--- src/rtl/pfd_pkg.sv ---
package pfd_pkg;
  localparam int CODE_W = 3;
  localparam int GAIN_W = 2;

  typedef struct packed {
    logic up;
    logic dn;
  } pump_drv_t;

  function automatic logic [CODE_W-1:0] gain_code(input logic en, input logic [GAIN_W-1:0] g);
    return en ? {1'b1, g} : '0;
  endfunction
endpackage

--- src/rtl/pfd_sync.sv ---
module pfd_sync #(
  parameter int N      = 2,
  parameter int STAGES = 1
) (
  input  logic         clk_i,
  input  logic         rst_ni,
  input  logic [N-1:0] d_i,
  output logic [N-1:0] lvl_o,
  output logic [N-1:0] rise_o
);
  logic [STAGES-1:0][N-1:0] sh_q;
  logic [N-1:0]             prev_q;

  generate
    for (genvar s = 0; s < STAGES; s++) begin : g_stage
      always_ff @(posedge clk_i or negedge rst_ni) begin
        if (!rst_ni) sh_q[s] <= '0;
        else if (s == 0) sh_q[s] <= d_i;
        else sh_q[s] <= sh_q[(s == 0) ? 0 : s-1];
      end
    end
  endgenerate

  always_ff @(posedge clk_i or negedge rst_ni) begin
    if (!rst_ni) prev_q <= '0;
    else prev_q <= sh_q[STAGES-1];
  end

  assign lvl_o  = sh_q[STAGES-1];
  assign rise_o = sh_q[STAGES-1] & ~prev_q;
endmodule

--- src/rtl/pfd_core.sv ---
module pfd_core #(
  parameter int RST_EXT = 2
) (
  input  logic clk_i,
  input  logic rst_ni,
  input  logic set_up_i,
  input  logic set_dn_i,
  input  logic clr_i,
  output logic up_o,
  output logic dn_o
);
  localparam int CW = $clog2(RST_EXT + 1);
  localparam logic [CW-1:0] LAST = CW'(RST_EXT - 1);

  logic          up_q, dn_q;
  logic [CW-1:0] cnt_q;
  logic          both, done;

  assign both = up_q & dn_q;
  assign done = both & (cnt_q == LAST);

  always_ff @(posedge clk_i or negedge rst_ni) begin
    if (!rst_ni) begin
      up_q  <= 1'b0;
      dn_q  <= 1'b0;
      cnt_q <= '0;
    end else if (clr_i || done) begin
      up_q  <= 1'b0;
      dn_q  <= 1'b0;
      cnt_q <= '0;
    end else begin
      up_q  <= up_q | set_up_i;
      dn_q  <= dn_q | set_dn_i;
      cnt_q <= both ? cnt_q + 1'b1 : '0;
    end
  end

  assign up_o = up_q;
  assign dn_o = dn_q;

  // overlap ends after RST_EXT cycles
  assert_overlap_ends_R3: assert property (@(posedge clk_i) disable iff (!rst_ni)
    done |=> (!up_q && !dn_q));
  assert_pd_clears_R9: assert property (@(posedge clk_i) disable iff (!rst_ni)
    clr_i |=> (!up_q && !dn_q));
  // a lone UP persists across extra reference edges
  assert_up_holds_R10: assert property (@(posedge clk_i) disable iff (!rst_ni)
    (up_q && !dn_q && !clr_i) |=> up_q);
endmodule

--- src/rtl/cp_mode_ctrl.sv ---
module cp_mode_ctrl
  import pfd_pkg::*;
(
  input  logic              route_ports_i,
  input  logic              lock_gate_i,
  input  logic              lock_win_i,
  input  logic              pwr_dn_i,
  input  logic              sense_i,
  input  logic [GAIN_W-1:0] gain_i,
  input  pump_drv_t         drv_i,
  input  logic              ref_lvl_i,
  input  logic              div_lvl_i,
  output pump_drv_t         cp1_o,
  output pump_drv_t         cp2_o,
  output logic [CODE_W-1:0] cp1_code_o,
  output logic [CODE_W-1:0] cp2_code_o,
  output logic              port_a_o,
  output logic              port_b_o,
  output logic              lock_n_o
);
  logic cp1_en, cp2_en, ports_en;

  always_comb begin
    cp2_en   = ~pwr_dn_i;
    ports_en = route_ports_i & ~pwr_dn_i;
    if (lock_gate_i) cp1_en = ~pwr_dn_i & ~lock_win_i;
    else             cp1_en = ~pwr_dn_i & ~route_ports_i;
  end

  assign cp1_o.up   = drv_i.up & cp1_en;
  assign cp1_o.dn   = drv_i.dn & cp1_en;
  assign cp2_o.up   = drv_i.up & cp2_en;
  assign cp2_o.dn   = drv_i.dn & cp2_en;
  assign cp1_code_o = gain_code(cp1_en, gain_i);
  assign cp2_code_o = gain_code(cp2_en, gain_i);
  assign port_a_o   = ports_en & (sense_i ? ref_lvl_i : div_lvl_i);
  assign port_b_o   = ports_en & (sense_i ? div_lvl_i : ref_lvl_i);
  assign lock_n_o   = ~lock_win_i;
endmodule

--- src/rtl/phase_det_cp.sv ---
module phase_det_cp
  import pfd_pkg::*;
#(
  parameter int SYNC_STAGES = 1,
  parameter int RST_EXT     = 2
) (
  input  logic              clk_i,
  input  logic              rst_ni,
  input  logic              ref_pulse_i,
  input  logic              div_pulse_i,
  input  logic              sense_i,
  input  logic [GAIN_W-1:0] gain_i,
  input  logic              route_ports_i,
  input  logic              lock_gate_i,
  input  logic              lock_win_i,
  input  logic              pwr_dn_i,
  output logic              cp1_up_o,
  output logic              cp1_dn_o,
  output logic              cp2_up_o,
  output logic              cp2_dn_o,
  output logic [CODE_W-1:0] cp1_code_o,
  output logic [CODE_W-1:0] cp2_code_o,
  output logic              port_a_o,
  output logic              port_b_o,
  output logic              lock_n_o
);
  logic [1:0] lvl, rise;
  logic       set_up, set_dn;
  pump_drv_t  drv, cp1, cp2;

  pfd_sync #(.N(2), .STAGES(SYNC_STAGES)) u_sync (
    .clk_i, .rst_ni,
    .d_i   ({div_pulse_i, ref_pulse_i}),
    .lvl_o (lvl),
    .rise_o(rise)
  );

  // sense exchanges the comparator inputs
  assign set_up = sense_i ? rise[1] : rise[0];
  assign set_dn = sense_i ? rise[0] : rise[1];

  pfd_core #(.RST_EXT(RST_EXT)) u_core (
    .clk_i, .rst_ni,
    .set_up_i(set_up),
    .set_dn_i(set_dn),
    .clr_i   (pwr_dn_i),
    .up_o    (drv.up),
    .dn_o    (drv.dn)
  );

  cp_mode_ctrl u_mode (
    .route_ports_i, .lock_gate_i, .lock_win_i, .pwr_dn_i, .sense_i, .gain_i,
    .drv_i    (drv),
    .ref_lvl_i(lvl[0]),
    .div_lvl_i(lvl[1]),
    .cp1_o    (cp1),
    .cp2_o    (cp2),
    .cp1_code_o, .cp2_code_o, .port_a_o, .port_b_o, .lock_n_o
  );

  assign cp1_up_o = cp1.up;
  assign cp1_dn_o = cp1.dn;
  assign cp2_up_o = cp2.up;
  assign cp2_dn_o = cp2.dn;

  assert_ports_off_R5: assert property (@(posedge clk_i) disable iff (!rst_ni)
    (!route_ports_i || pwr_dn_i) |-> (!port_a_o && !port_b_o));
  assert_lock_gates_cp1_R6: assert property (@(posedge clk_i) disable iff (!rst_ni)
    (lock_gate_i && lock_win_i) |-> (!cp1_up_o && !cp1_dn_o));
  assert_cp2_follows_R6: assert property (@(posedge clk_i) disable iff (!rst_ni)
    (!pwr_dn_i && drv.up) |-> cp2_up_o);
  assert_pd_quiet_R9: assert property (@(posedge clk_i) disable iff (!rst_ni)
    pwr_dn_i |-> (cp1_code_o == '0 && cp2_code_o == '0 && !cp2_up_o && !cp2_dn_o));
endmodule

--- config.mk ---
export PLATFORM = sky130hd
export DESIGN_NAME = phase_det_cp
export DESIGN_NICKNAME = d
export VERILOG_FILES = /design/src/rtl/pfd_pkg.sv /design/src/rtl/pfd_sync.sv /design/src/rtl/pfd_core.sv /design/src/rtl/cp_mode_ctrl.sv /design/src/rtl/phase_det_cp.sv
export SDC_FILE = /design/constraint.sdc
export NUM_CORES = 1
export LEC_CHECK = 0
export BUFFER_PORTS_ARGS = -buffer_cell sky130_fd_sc_hd__buf_2
export CAP_MARGIN = 20
export CORE_AREA = 2 2 39 41
export DETAILED_ROUTE_END_ITERATION = 7
export DIE_AREA = 0 0 41 43
export PLACE_DENSITY = 0.68
export SLEW_MARGIN = 15
export SYNTH_ARGS = -nofsm -noshare
export SYNTH_HDL_FRONTEND = slang
export SYNTH_SLANG_ARGS = --single-unit
--- constraint.sdc ---
create_clock -name clk_i -period 1.3 [get_ports clk_i]
set_input_delay 0 -clock clk_i [delete_from_list [all_inputs] [get_ports clk_i]]
set_output_delay 0 -clock clk_i [all_outputs]
set_load 0.02 [all_outputs]
# Word-level counts from Yosys, hierarchy flattened
# Index checks and enable logic that the tools add are counted.
[totals]
regBits = 8
in_bits = 11
out_inout_bits = 13
elab_cells = 37
[op_classes]
n_addsub = 1
eq_ne = 1
muxes = 11
n_bitwise = 18
reduce_logical = 1
[op_table]
columns = ["operator", "n"]
rows = [
  ["$and A1 B1 Y1", 11],
  ["$mux W1", 7],
  ["$mux W3", 2],
  ["$mux W2", 2],
  ["$not A1 Y1", 3],
  ["$add A2 B1 Y2 const B", 1],
  ["$and A2 B2 Y2", 1],
  ["$eq A2 B1 Y1 const B", 1],
  ["$not A2 Y2", 1],
  ["$or A1 B1 Y1", 2],
  ["$logic_or A1 B1 Y1", 1],
]

# Depth between registers and ports, before layout
# Gate-level depths: netlist of run 1.
[logic_depth]
depth_word = 5
mapped_depth = 4
depth_no_buf = 4

# Hierarchy
# Synthesis of run 1 repeated with hierarchy kept, for this count alone.
[unflattened]
cells_unflattened = 41
hier_area_um2 = 437.9
[by_module_without_submodules]
columns = ["mod", "instances", "cells_each", "area_per_inst_um2", "seq_area_each_um2"]
rows = [
  ["pfd_core", 1, 14, 161.4, 100.1],
  ["pfd_sync", 1, 6, 127.6, 100.1],
  ["cp_mode_ctrl", 1, 19, 126.4, 0.0],
  ["phase_det_cp", 1, 2, 22.5, 0.0],
]

# Least setup slack after synthesis of run 1
# Ideal clock, no wire load.
[synth_timing]
path_type = "reg-to-reg"
startpoint = "register u_core.cnt_q[0]"
endpoint = "register u_core.dn_q, in the netlist u_core.dn_o"
setup_time_ps = 66
arrival_ps = 885
path_slack_ps = 349
stages_incl_launch_ff = 4
path_buffers = 0
period_less_slack_ps = 951
cell_sequence = "dfrtp_1 > ha_1 > a31oi_1 > o31a_1"
[synth_between]
elab_chain_cells = 4
[synth_rtl]
columns = ["item", "line", "source"]
rows = [
  ["from (decl)", "pfd_core.sv:16", "logic [CW-1:0] cnt_q;"],
  ["from (signal assigned)", "pfd_core.sv:34", "cnt_q <= both ? cnt_q + 1'b1 : '0;"],
  ["$eq A2 B1 Y1", "pfd_core.sv:20", "assign done = both & (cnt_q == LAST);"],
  ["$and A1 B1 Y1", "pfd_core.sv:20", ""],
  ["$logic_or A1 B1 Y1", "pfd_core.sv:27", "end else if (clr_i || done) begin"],
  ["$mux W1", "pfd_core.sv:27", ""],
  ["to (signal assigned)", "pfd_core.sv:33", "dn_q <= dn_q | set_dn_i;"],
  ["to (decl)", "pfd_core.sv:15", "logic up_q, dn_q;"],
]
# No other way between the ends.

# Final worst setup path of run 1
[layout_timing]
startpoint = "register u_core.up_q, in the netlist u_core.up_o"
endpoint = "output port cp1_up_o"
[layout_between]
elab_chain_cells = 1
[layout_rtl]
columns = ["item", "line", "source"]
rows = [
  ["from (decl)", "pfd_core.sv:15", ""],
  ["from (signal assigned)", "pfd_core.sv:32", "up_q <= up_q | set_up_i;"],
  ["$and A1 B1 Y1", "cp_mode_ctrl.sv:30", "assign cp1_o.up = drv_i.up & cp1_en;"],
  ["to (decl)", "phase_det_cp.sv:17", "output logic cp1_up_o,"],
]
# No other way between the ends.

==> metrics.txt, run 1 <==
# TYPE chip_impl_metric gauge
chip_impl_info{name="clockRootBuffer",value="clkbuf_4"} 1
chip_impl_metric{name="antenna_found_initial",unit=""} 0
chip_impl_metric{name="grt_start_max_net_pins",unit=""} 14
chip_impl_info{name="path_class",value="reg2out"} 1
chip_impl_metric{name="finish.utilization",unit="%"} 44.39
chip_impl_metric{name="longest_clk_path_bufs",unit=""} 2
chip_impl_metric{name="max-cap-violations",unit=""} 0
chip_impl_metric{name="seq_area_frac_synth",unit="%"} 44.82
chip_impl_metric{name="syn2layout_area_growth",unit="%"} 37.54
chip_impl_metric{name="totalNegativeSetupSlack",unit="ns"} 0
chip_impl_metric{name="ir_drop",unit="uV"} 571.8
chip_impl_metric{name="total_core_area",unit="mm^2"} 0.001384
chip_impl_metric{name="drt-initial-drc-count",unit=""} 5
chip_impl_metric{name="grt.overflow.total",unit=""} 0
chip_impl_metric{name="worstSkewPairLatency",unit="ns"} 0.25
chip_impl_metric{name="synth_cells",unit=""} 40
chip_impl_metric{name="nets",unit=""} 80
chip_impl_info{name="rsz_0062_raised_after_global_routing",value="false"} 1
chip_impl_metric{name="r2r.worst_path.cells",unit=""} 3
chip_impl_metric{name="post-dp-hpwl",unit="um"} 641.1
chip_impl_metric{name="detail-route-antenna-nets",unit=""} 0
chip_impl_metric{name="synth_area",unit="um^2"} 446.7
chip_impl_metric{name="avgViaCountPerCell",unit=""} 4.659
chip_impl_metric{name="placement_rows",unit=""} 14
chip_impl_metric{name="fraction_of_final_layout_cells_with_drive_strength_greater_than_1",unit="%"} 46.97
chip_impl_metric{name="cts.repair.resized",unit=""} 0
chip_impl_metric{name="vias_in_the_first_global_route",unit=""} 308
chip_impl_metric{name="diodes",unit=""} 0
chip_impl_metric{name="grt.met2_usage",unit="%"} 17.19
chip_impl_metric{name="design.die.area",unit="mm^2"} 0.001763
chip_impl_metric{name="max_slew.worst_pin.slew",unit="ns"} 0.2398
chip_impl_metric{name="gp_congestion",unit=""} 0.6475
chip_impl_info{name="tritoncts_clock_tree",value="built"} 1
chip_impl_metric{name="synth_seq_cells",unit=""} 8
chip_impl_info{name="run_status",value="complete, no violations"} 1
chip_impl_metric{name="finalHoldViolations",unit=""} 0
chip_impl_metric{name="start_util",unit="%"} 32.28
chip_impl_metric{name="numPortBuffers",unit=""} 23
chip_impl_metric{name="critical_path_arrival",unit="ns"} 1.01
chip_impl_metric{name="detailroute.via_count",unit=""} 382
chip_impl_metric{name="cts.repair_timing.setup_buffer_count",unit=""} 0
chip_impl_metric{name="fmaxAchievable",unit="MHz"} 987.9
chip_impl_metric{name="dpl-instance-area",unit="um^2"} 561.8
chip_impl_metric{name="detailedRoute.firstPassIterationCount",unit=""} 4
chip_impl_metric{name="ys_warn_count",unit=""} 0
chip_impl_info{name="rr_endpoint",value="u_core.up_o"} 1
chip_impl_metric{name="netlist.area_leader.share",unit="%"} 44.82
chip_impl_metric{name="worst_clock_skew",unit="ns"} 0.01041
chip_impl_metric{name="die_h",unit="um"} 43
chip_impl_metric{name="syn-num-nets",unit=""} 52
chip_impl_info{name="crit_path_start",value="u_core.up_o"} 1
chip_impl_metric{name="pwr_density_cell",unit="mW/mm^2"} 931.9
chip_impl_metric{name="met1_usage",unit="%"} 9.091
chip_impl_metric{name="synth_cell_types",unit=""} 16
chip_impl_metric{name="wp_data_required",unit="ns"} 1.30
chip_impl_info{name="launch_point_of_the_worst_reg_to_reg_path",value="u_core.cnt_q[0]"} 1
chip_impl_metric{name="die_x",unit="um"} 41
chip_impl_metric{name="p_leak",unit="nW"} 0.3244
chip_impl_metric{name="ctsHtreeMaxLevel",unit=""} 1
chip_impl_metric{name="multi_input_comb_area",unit="um^2"} 215.2
chip_impl_metric{name="grt.met3_usage",unit="%"} 7.853
chip_impl_metric{name="numPlacedInstances",unit=""} 76
chip_impl_metric{name="groute.usage.overall",unit="%"} 10.18
chip_impl_metric{name="clk_pin_slew",unit="ns"} 0.06
chip_impl_metric{name="fin_area",unit="um^2"} 614.3
chip_impl_metric{name="post_drt_wl_per_cell",unit="um"} 9.927
chip_impl_metric{name="global_route_wire_length_before_repair",unit="um"} 1159
chip_impl_metric{name="cts.sinks",unit=""} 8
chip_impl_metric{name="wirelength",unit="um"} 814
chip_impl_info{name="post_synth_main_area_contributors",value="dfrtp_1 45%, nor3b_2 11%, nor2b_1 5.6%"} 1
chip_impl_info{name="hp-class",value="in2async"} 1
chip_impl_metric{name="rrSetupSlack",unit="ns"} 0.29
chip_impl_metric{name="final-instance-count-excl-fill",unit=""} 82
chip_impl_info{name="worstSetupStartpointType",value="flip-flop"} 1
chip_impl_info{name="end_kind",value="primary output"} 1
chip_impl_metric{name="setup-violations-final",unit=""} 0
chip_impl_metric{name="period_minus_slack",unit="ns"} 1.012
chip_impl_info{name="synth_largest_area_cell",value="dfrtp_1"} 1
chip_impl_metric{name="drt_drc_violations_left",unit=""} 0
chip_impl_metric{name="fillerInstances",unit=""} 136
chip_impl_metric{name="area.sequential",unit="um^2"} 200.2
chip_impl_metric{name="synth.avg_cell_area",unit="um^2"} 11.17
chip_impl_info{name="grt_busiest_layer",value="met2"} 1
chip_impl_metric{name="max_slew_margin",unit="%"} 84.01
chip_impl_metric{name="worstPathMaxFanout",unit=""} 5
chip_impl_metric{name="io-pin-count",unit=""} 24
chip_impl_metric{name="slew_violations",unit=""} 0
chip_impl_metric{name="cts_inserted_buffers",unit=""} 3
chip_impl_metric{name="final_min_period_over_clock_period",unit="%"} 77.86
-- placed cells by master (no fill, tap or decap) --
cell	instances
ha_1	1
nor3b_2	4
nand2b_1	1
nor2b_1	4
nand4bb_1	1
mux2i_1	2
mux2_4	1
buf_2	23
nor3b_1	2
a31oi_1	1
dlygate4sd3_1	3
o31a_1	2
dfrtp_1	8
clkbuf_4	3
inv_1	3
and3b_1	2
nor2_1	5
-- area by class of cell --
class | instances | share of cell area, %
Clock buffer | 3 | 3.666
Inverter | 3 | 1.833
Multi-Input combinational cell | 26 | 35.03
Sequential cell | 8 | 32.59
Tap cell | 16 | 3.259
Timing Repair Buffer | 26 | 23.63
-- report_power, final --
| group | internal (mW) | leakage (nW) | switching, mW |
|---|---|---|---|
| registers | 0.261 | 0.101 | 0.0116 |
| clock network | 0.105 | 0.0138 | 0.0766 |
| logic | 0.0554 | 0.210 | 0.0628 |
-- worst max-delay path, stage by stage (launching register included) --
cell and delay, ns:
dfrtp_1 0.41, nor3b_2 0.17, buf_2 0.18
-- what timing repair did --
item,CTS,global route
setup endpoints to repair,0,0
hold buffers,3,0
endpoints found under the hold margin,10,0
-- registers in the layout, indices dropped and copies added (netlist names) --
name	count
u_core.cnt_q	2
u_sync.prev_q	2
u_sync.lvl_o	2
u_core.up_o	1
u_core.dn_o	1
-- metrics by stage --
| stage | power, mW | hold WS (ns) | worst slack, ns |
|---|---|---|---|
| finish | 0.5725 | 0.1106 | 0.2878 |
| global route | 0.6077 | 0.1264 | 0.2063 |
| CTS | 0.5830 | 0.1045 | 0.2700 |
| detailed placement | 0.3900 | -0.1537 | 0.2903 |
| global placement | 0.3871 | -0.1518 | 0.3182 |
| floorplan | 0.3479 | -0.2956 | 0.3488 |
-- how the worst max path moves through the flow --
| stage | slack (ns) | end | cells after the start |
|---|---|---|---|
| finish | 0.29 | cp1_up_o | 2 |
| global route | 0.21 | u_core.dn_o | 3 |
| CTS | 0.27 | cp1_up_o | 2 |
| detailed placement | 0.29 | u_core.up_o | 3 |
| global placement | 0.32 | u_core.dn_o | 3 |
| floorplan | 0.35 | u_core.dn_o | 3 |
-- layer usage --
metal  vias to the layer above  wire (um)
met5                         -          0
met3                         0        108
met2                        24        386
met1                       170        319
met4                         0          0
li1                        188          -
-- synth_stat cells --
| library cell | count |
|---|---|
| dfrtp_1 | 8 |
| nor2_1 | 5 |
| nor2b_1 | 4 |
| nor3b_2 | 4 |
| inv_1 | 3 |
| and3b_1 | 2 |
| buf_4 | 2 |
| mux2i_1 | 2 |
| nor3b_1 | 2 |
| o31a_1 | 2 |
| a31oi_1 | 1 |
| buf_2 | 1 |
| ha_1 | 1 |
| mux2_4 | 1 |
| nand2b_1 | 1 |
| nand4bb_1 | 1 |
-- cell families after synthesis --
group / Yosys count / synth area share (%)
AOI/OAI and AO/OA: 3 / 5.324
DFF: 8 / 44.82
muxes: 3 / 7.842
and+or+nand+nor: 19 / 32.21
adders and majority gates: 1 / 2.801
buffers and inverters: 6 / 7.001
(Power assumes the default switching activity.)
==> inputs of run 2 (changes only) <==
==> constraint.sdc (replaced) <==
create_clock -name clk_i -period 1 [get_ports clk_i]
set_input_delay 0 -clock clk_i [delete_from_list [all_inputs] [get_ports clk_i]]
set_output_delay 0 -clock clk_i [all_outputs]
set_load 0.02 [all_outputs]
==> run 2 against run 1 <==
The run now ends with negative setup slack left. Worst setup slack worse by 0.30 ns. Worst hold slack better by 0.0021 ns. Design area is 8.6% higher. Via count increased by 4.2%. Global-route usage increased by 0.61 points. Combinational power rose by 53%. Final cell count is 4.9% higher. Critical path type unchanged. Largest cell class unchanged.
==> metrics.txt, run 2 (synthesis results as in run 1) <==
# TYPE chip_impl_metric gauge
chip_impl_metric{name="start_util",unit="%"} 32.28
chip_impl_info{name="hp-class",value="in2async"} 1
chip_impl_metric{name="ir_drop",unit="uV"} 1043
chip_impl_metric{name="global_route_wire_length_before_repair",unit="um"} 1248
chip_impl_info{name="end_kind",value="primary output"} 1
chip_impl_metric{name="detailedRoute.firstPassIterationCount",unit=""} 2
chip_impl_metric{name="groute.usage.overall",unit="%"} 10.79
chip_impl_metric{name="design.die.area",unit="mm^2"} 0.001763
chip_impl_metric{name="cts.sinks",unit=""} 8
chip_impl_metric{name="fin_ws",unit="ns"} -0.01231
chip_impl_info{name="path_class",value="reg2out"} 1
chip_impl_metric{name="final_min_period_over_clock_period",unit="%"} 101.2
chip_impl_metric{name="nets",unit=""} 84
chip_impl_metric{name="cpPeakStageDelay",unit="ns"} 0.40
chip_impl_info{name="clockRootBuffer",value="clkbuf_4"} 1
chip_impl_info{name="crit_chain",value="mux2i_1, nor2_1, buf_2"} 1
chip_impl_metric{name="numPlacedInstances",unit=""} 76
chip_impl_metric{name="worst_clock_skew",unit="ns"} 0.009285
chip_impl_metric{name="post_drt_wl_per_cell",unit="um"} 10.08
chip_impl_info{name="run_status",value="complete, but fails checks"} 1
chip_impl_metric{name="multi_input_comb_area",unit="um^2"} 232.7
chip_impl_metric{name="wirelength",unit="um"} 867
chip_impl_metric{name="cts_inserted_buffers",unit=""} 3
chip_impl_info{name="highest-signal-layer",value="met4"} 1
chip_impl_metric{name="met1Wirelength",unit="um"} 323
chip_impl_metric{name="placement_rows",unit=""} 14
chip_impl_metric{name="max-cap-violations",unit=""} 0
chip_impl_metric{name="syn2layout_area_growth",unit="%"} 49.30
chip_impl_metric{name="numPortBuffers",unit=""} 23
chip_impl_info{name="layout.cells.most_common",value="buf_2"} 1
chip_impl_metric{name="dr_wl_met3",unit="um"} 106
chip_impl_metric{name="totalNegativeSetupSlack",unit="ns"} -0.01231
chip_impl_metric{name="max_slew_margin",unit="%"} 82.18
chip_impl_metric{name="p_leak",unit="nW"} 0.3442
chip_impl_metric{name="period_minus_slack",unit="ns"} 1.012
chip_impl_metric{name="avgViaCountPerCell",unit=""} 4.628
chip_impl_metric{name="area.sequential",unit="um^2"} 200.2
chip_impl_metric{name="detail-route-antenna-nets",unit=""} 0
chip_impl_metric{name="rrSetupSlack",unit="ns"} 0.02
chip_impl_info{name="critical_path.slowest_cell",value="dfrtp_1"} 1
chip_impl_info{name="worst_path_dominant_cell_family",value="flip-flops"} 1
chip_impl_metric{name="fillerInstances",unit=""} 141
chip_impl_metric{name="total_core_area",unit="mm^2"} 0.001384
chip_impl_metric{name="die_h",unit="um"} 43
chip_impl_info{name="violated_checks",value="negative setup slack"} 1
chip_impl_metric{name="fraction_of_final_layout_cells_with_drive_strength_greater_than_1",unit="%"} 52.86
chip_impl_metric{name="pwr_density_cell",unit="mW/mm^2"} 1153
chip_impl_metric{name="io-pin-count",unit=""} 24
chip_impl_metric{name="antenna_found_initial",unit=""} 0
chip_impl_metric{name="longest_clk_path_bufs",unit=""} 2
chip_impl_metric{name="ctsHtreeMaxLevel",unit=""} 1
chip_impl_metric{name="post-dp-hpwl",unit="um"} 648.2
chip_impl_info{name="rsz_0062_raised_after_global_routing",value="true"} 1
chip_impl_metric{name="worstPathMaxFanout",unit=""} 5
chip_impl_metric{name="fmaxAchievable",unit="MHz"} 987.8
chip_impl_metric{name="detailroute.via_count",unit=""} 398
chip_impl_metric{name="die_x",unit="um"} 41
chip_impl_metric{name="finalHoldViolations",unit=""} 0
chip_impl_metric{name="hold_slack",unit="ns"} 0.1127
chip_impl_metric{name="drt_drc_violations_left",unit=""} 0
chip_impl_metric{name="slew_violations",unit=""} 0
chip_impl_info{name="crit_path_start",value="u_sync.lvl_o[0]"} 1
chip_impl_info{name="final_cell_mix",value="21 x buf_2, 8 x dfrtp_1, 6 x buf_4"} 1
chip_impl_metric{name="setup-violations-final",unit=""} 1
chip_impl_metric{name="drt-initial-drc-count",unit=""} 1
chip_impl_metric{name="final-instance-count-excl-fill",unit=""} 86
chip_impl_metric{name="clk_pin_slew",unit="ns"} 0.06
chip_impl_metric{name="place_ws",unit="ns"} -0.009673
chip_impl_metric{name="grt_start_max_net_pins",unit=""} 14
chip_impl_metric{name="max_slew.worst_pin.slew",unit="ns"} 0.2673
chip_impl_metric{name="timing.critical_path.buf_inv",unit=""} 1
chip_impl_metric{name="worstSkewPairLatency",unit="ns"} 0.25
chip_impl_metric{name="vias_in_the_first_global_route",unit=""} 332
chip_impl_metric{name="met2WireLength",unit="um"} 433
chip_impl_info{name="launch_point_of_the_worst_reg_to_reg_path",value="u_core.cnt_q[0]"} 1
chip_impl_metric{name="wp_data_required",unit="ns"} 1.00
chip_impl_metric{name="diodes",unit=""} 0
chip_impl_metric{name="grt.overflow.total",unit=""} 0
chip_impl_info{name="tritoncts_clock_tree",value="built"} 1
chip_impl_metric{name="gp_congestion",unit=""} 0.6477
chip_impl_info{name="worstSetupStartpointType",value="flip-flop"} 1
chip_impl_metric{name="critical_path_arrival",unit="ns"} 1.01
[run 2: final timing paths]
check / end / cells past startpoint
worst max register to register: u_core.cnt_q[1] / 3
min in group clk_i: u_core.dn_o / 3
worst min register to register: u_core.cnt_q[0] / 1
worst max-delay path: port_a_o / 3
worst min-delay path: u_core.cnt_q[0] / 2
max in group asynchronous: u_core.cnt_q[1] / 2
[run 2: layout make-up]
type / count / share of cell area (%)
sequential: 8 / 30.02
multi-input combinational: 26 / 34.90
timing repair buffer: 30 / 27.02
tap: 16 / 3.002
inverter: 3 / 1.689
clock buffer: 3 / 3.377
[run 2: metrics by stage]
stage | total power, mW | util, % | instance area (um^2)
after CTS | 0.7693 | 46.02 | 636.9
after detailed placement | 0.5068 | 40.60 | 561.8
final | 0.7689 | 48.19 | 666.9
after global routing | 0.8188 | 48.19 | 666.9
after floorplan | 0.4523 | - | 446.7
after global placement | 0.5032 | 40.60 | 561.8
[run 2: worst reg2reg max path, stage by stage (launching register included)]
cell and delay [ns]:
dfrtp_1 0.38, ha_2 0.20, nand4bb_1 0.20, nor2_1 0.12
[run 2: metal layers]
layer  global-route usage [%]  vias to the layer above
met5                        0                        -
met4                    4.000                        0
met3                    6.283                        2
met2                    18.44                       23
met1                    9.764                      177
li1                         -                      196
[run 2: timing repair]
item / 4_1_cts / 5_1_grt
resized for setup: 0 / 5
hold buffers: 3 / 0
hold endpoints to repair: 10 / 0
buffers inserted: 3 / 1
pin swaps: 1 / 3
endpoints found under the setup margin: 6 / 7
[run 2: where the power goes]
part	switching (mW)	leakage, nW	internal, mW
combinational	0.0931	0.230	0.0881
sequential	0.0110	0.101	0.339
clock	0.101	0.0138	0.137
total	0.205	0.344	0.564
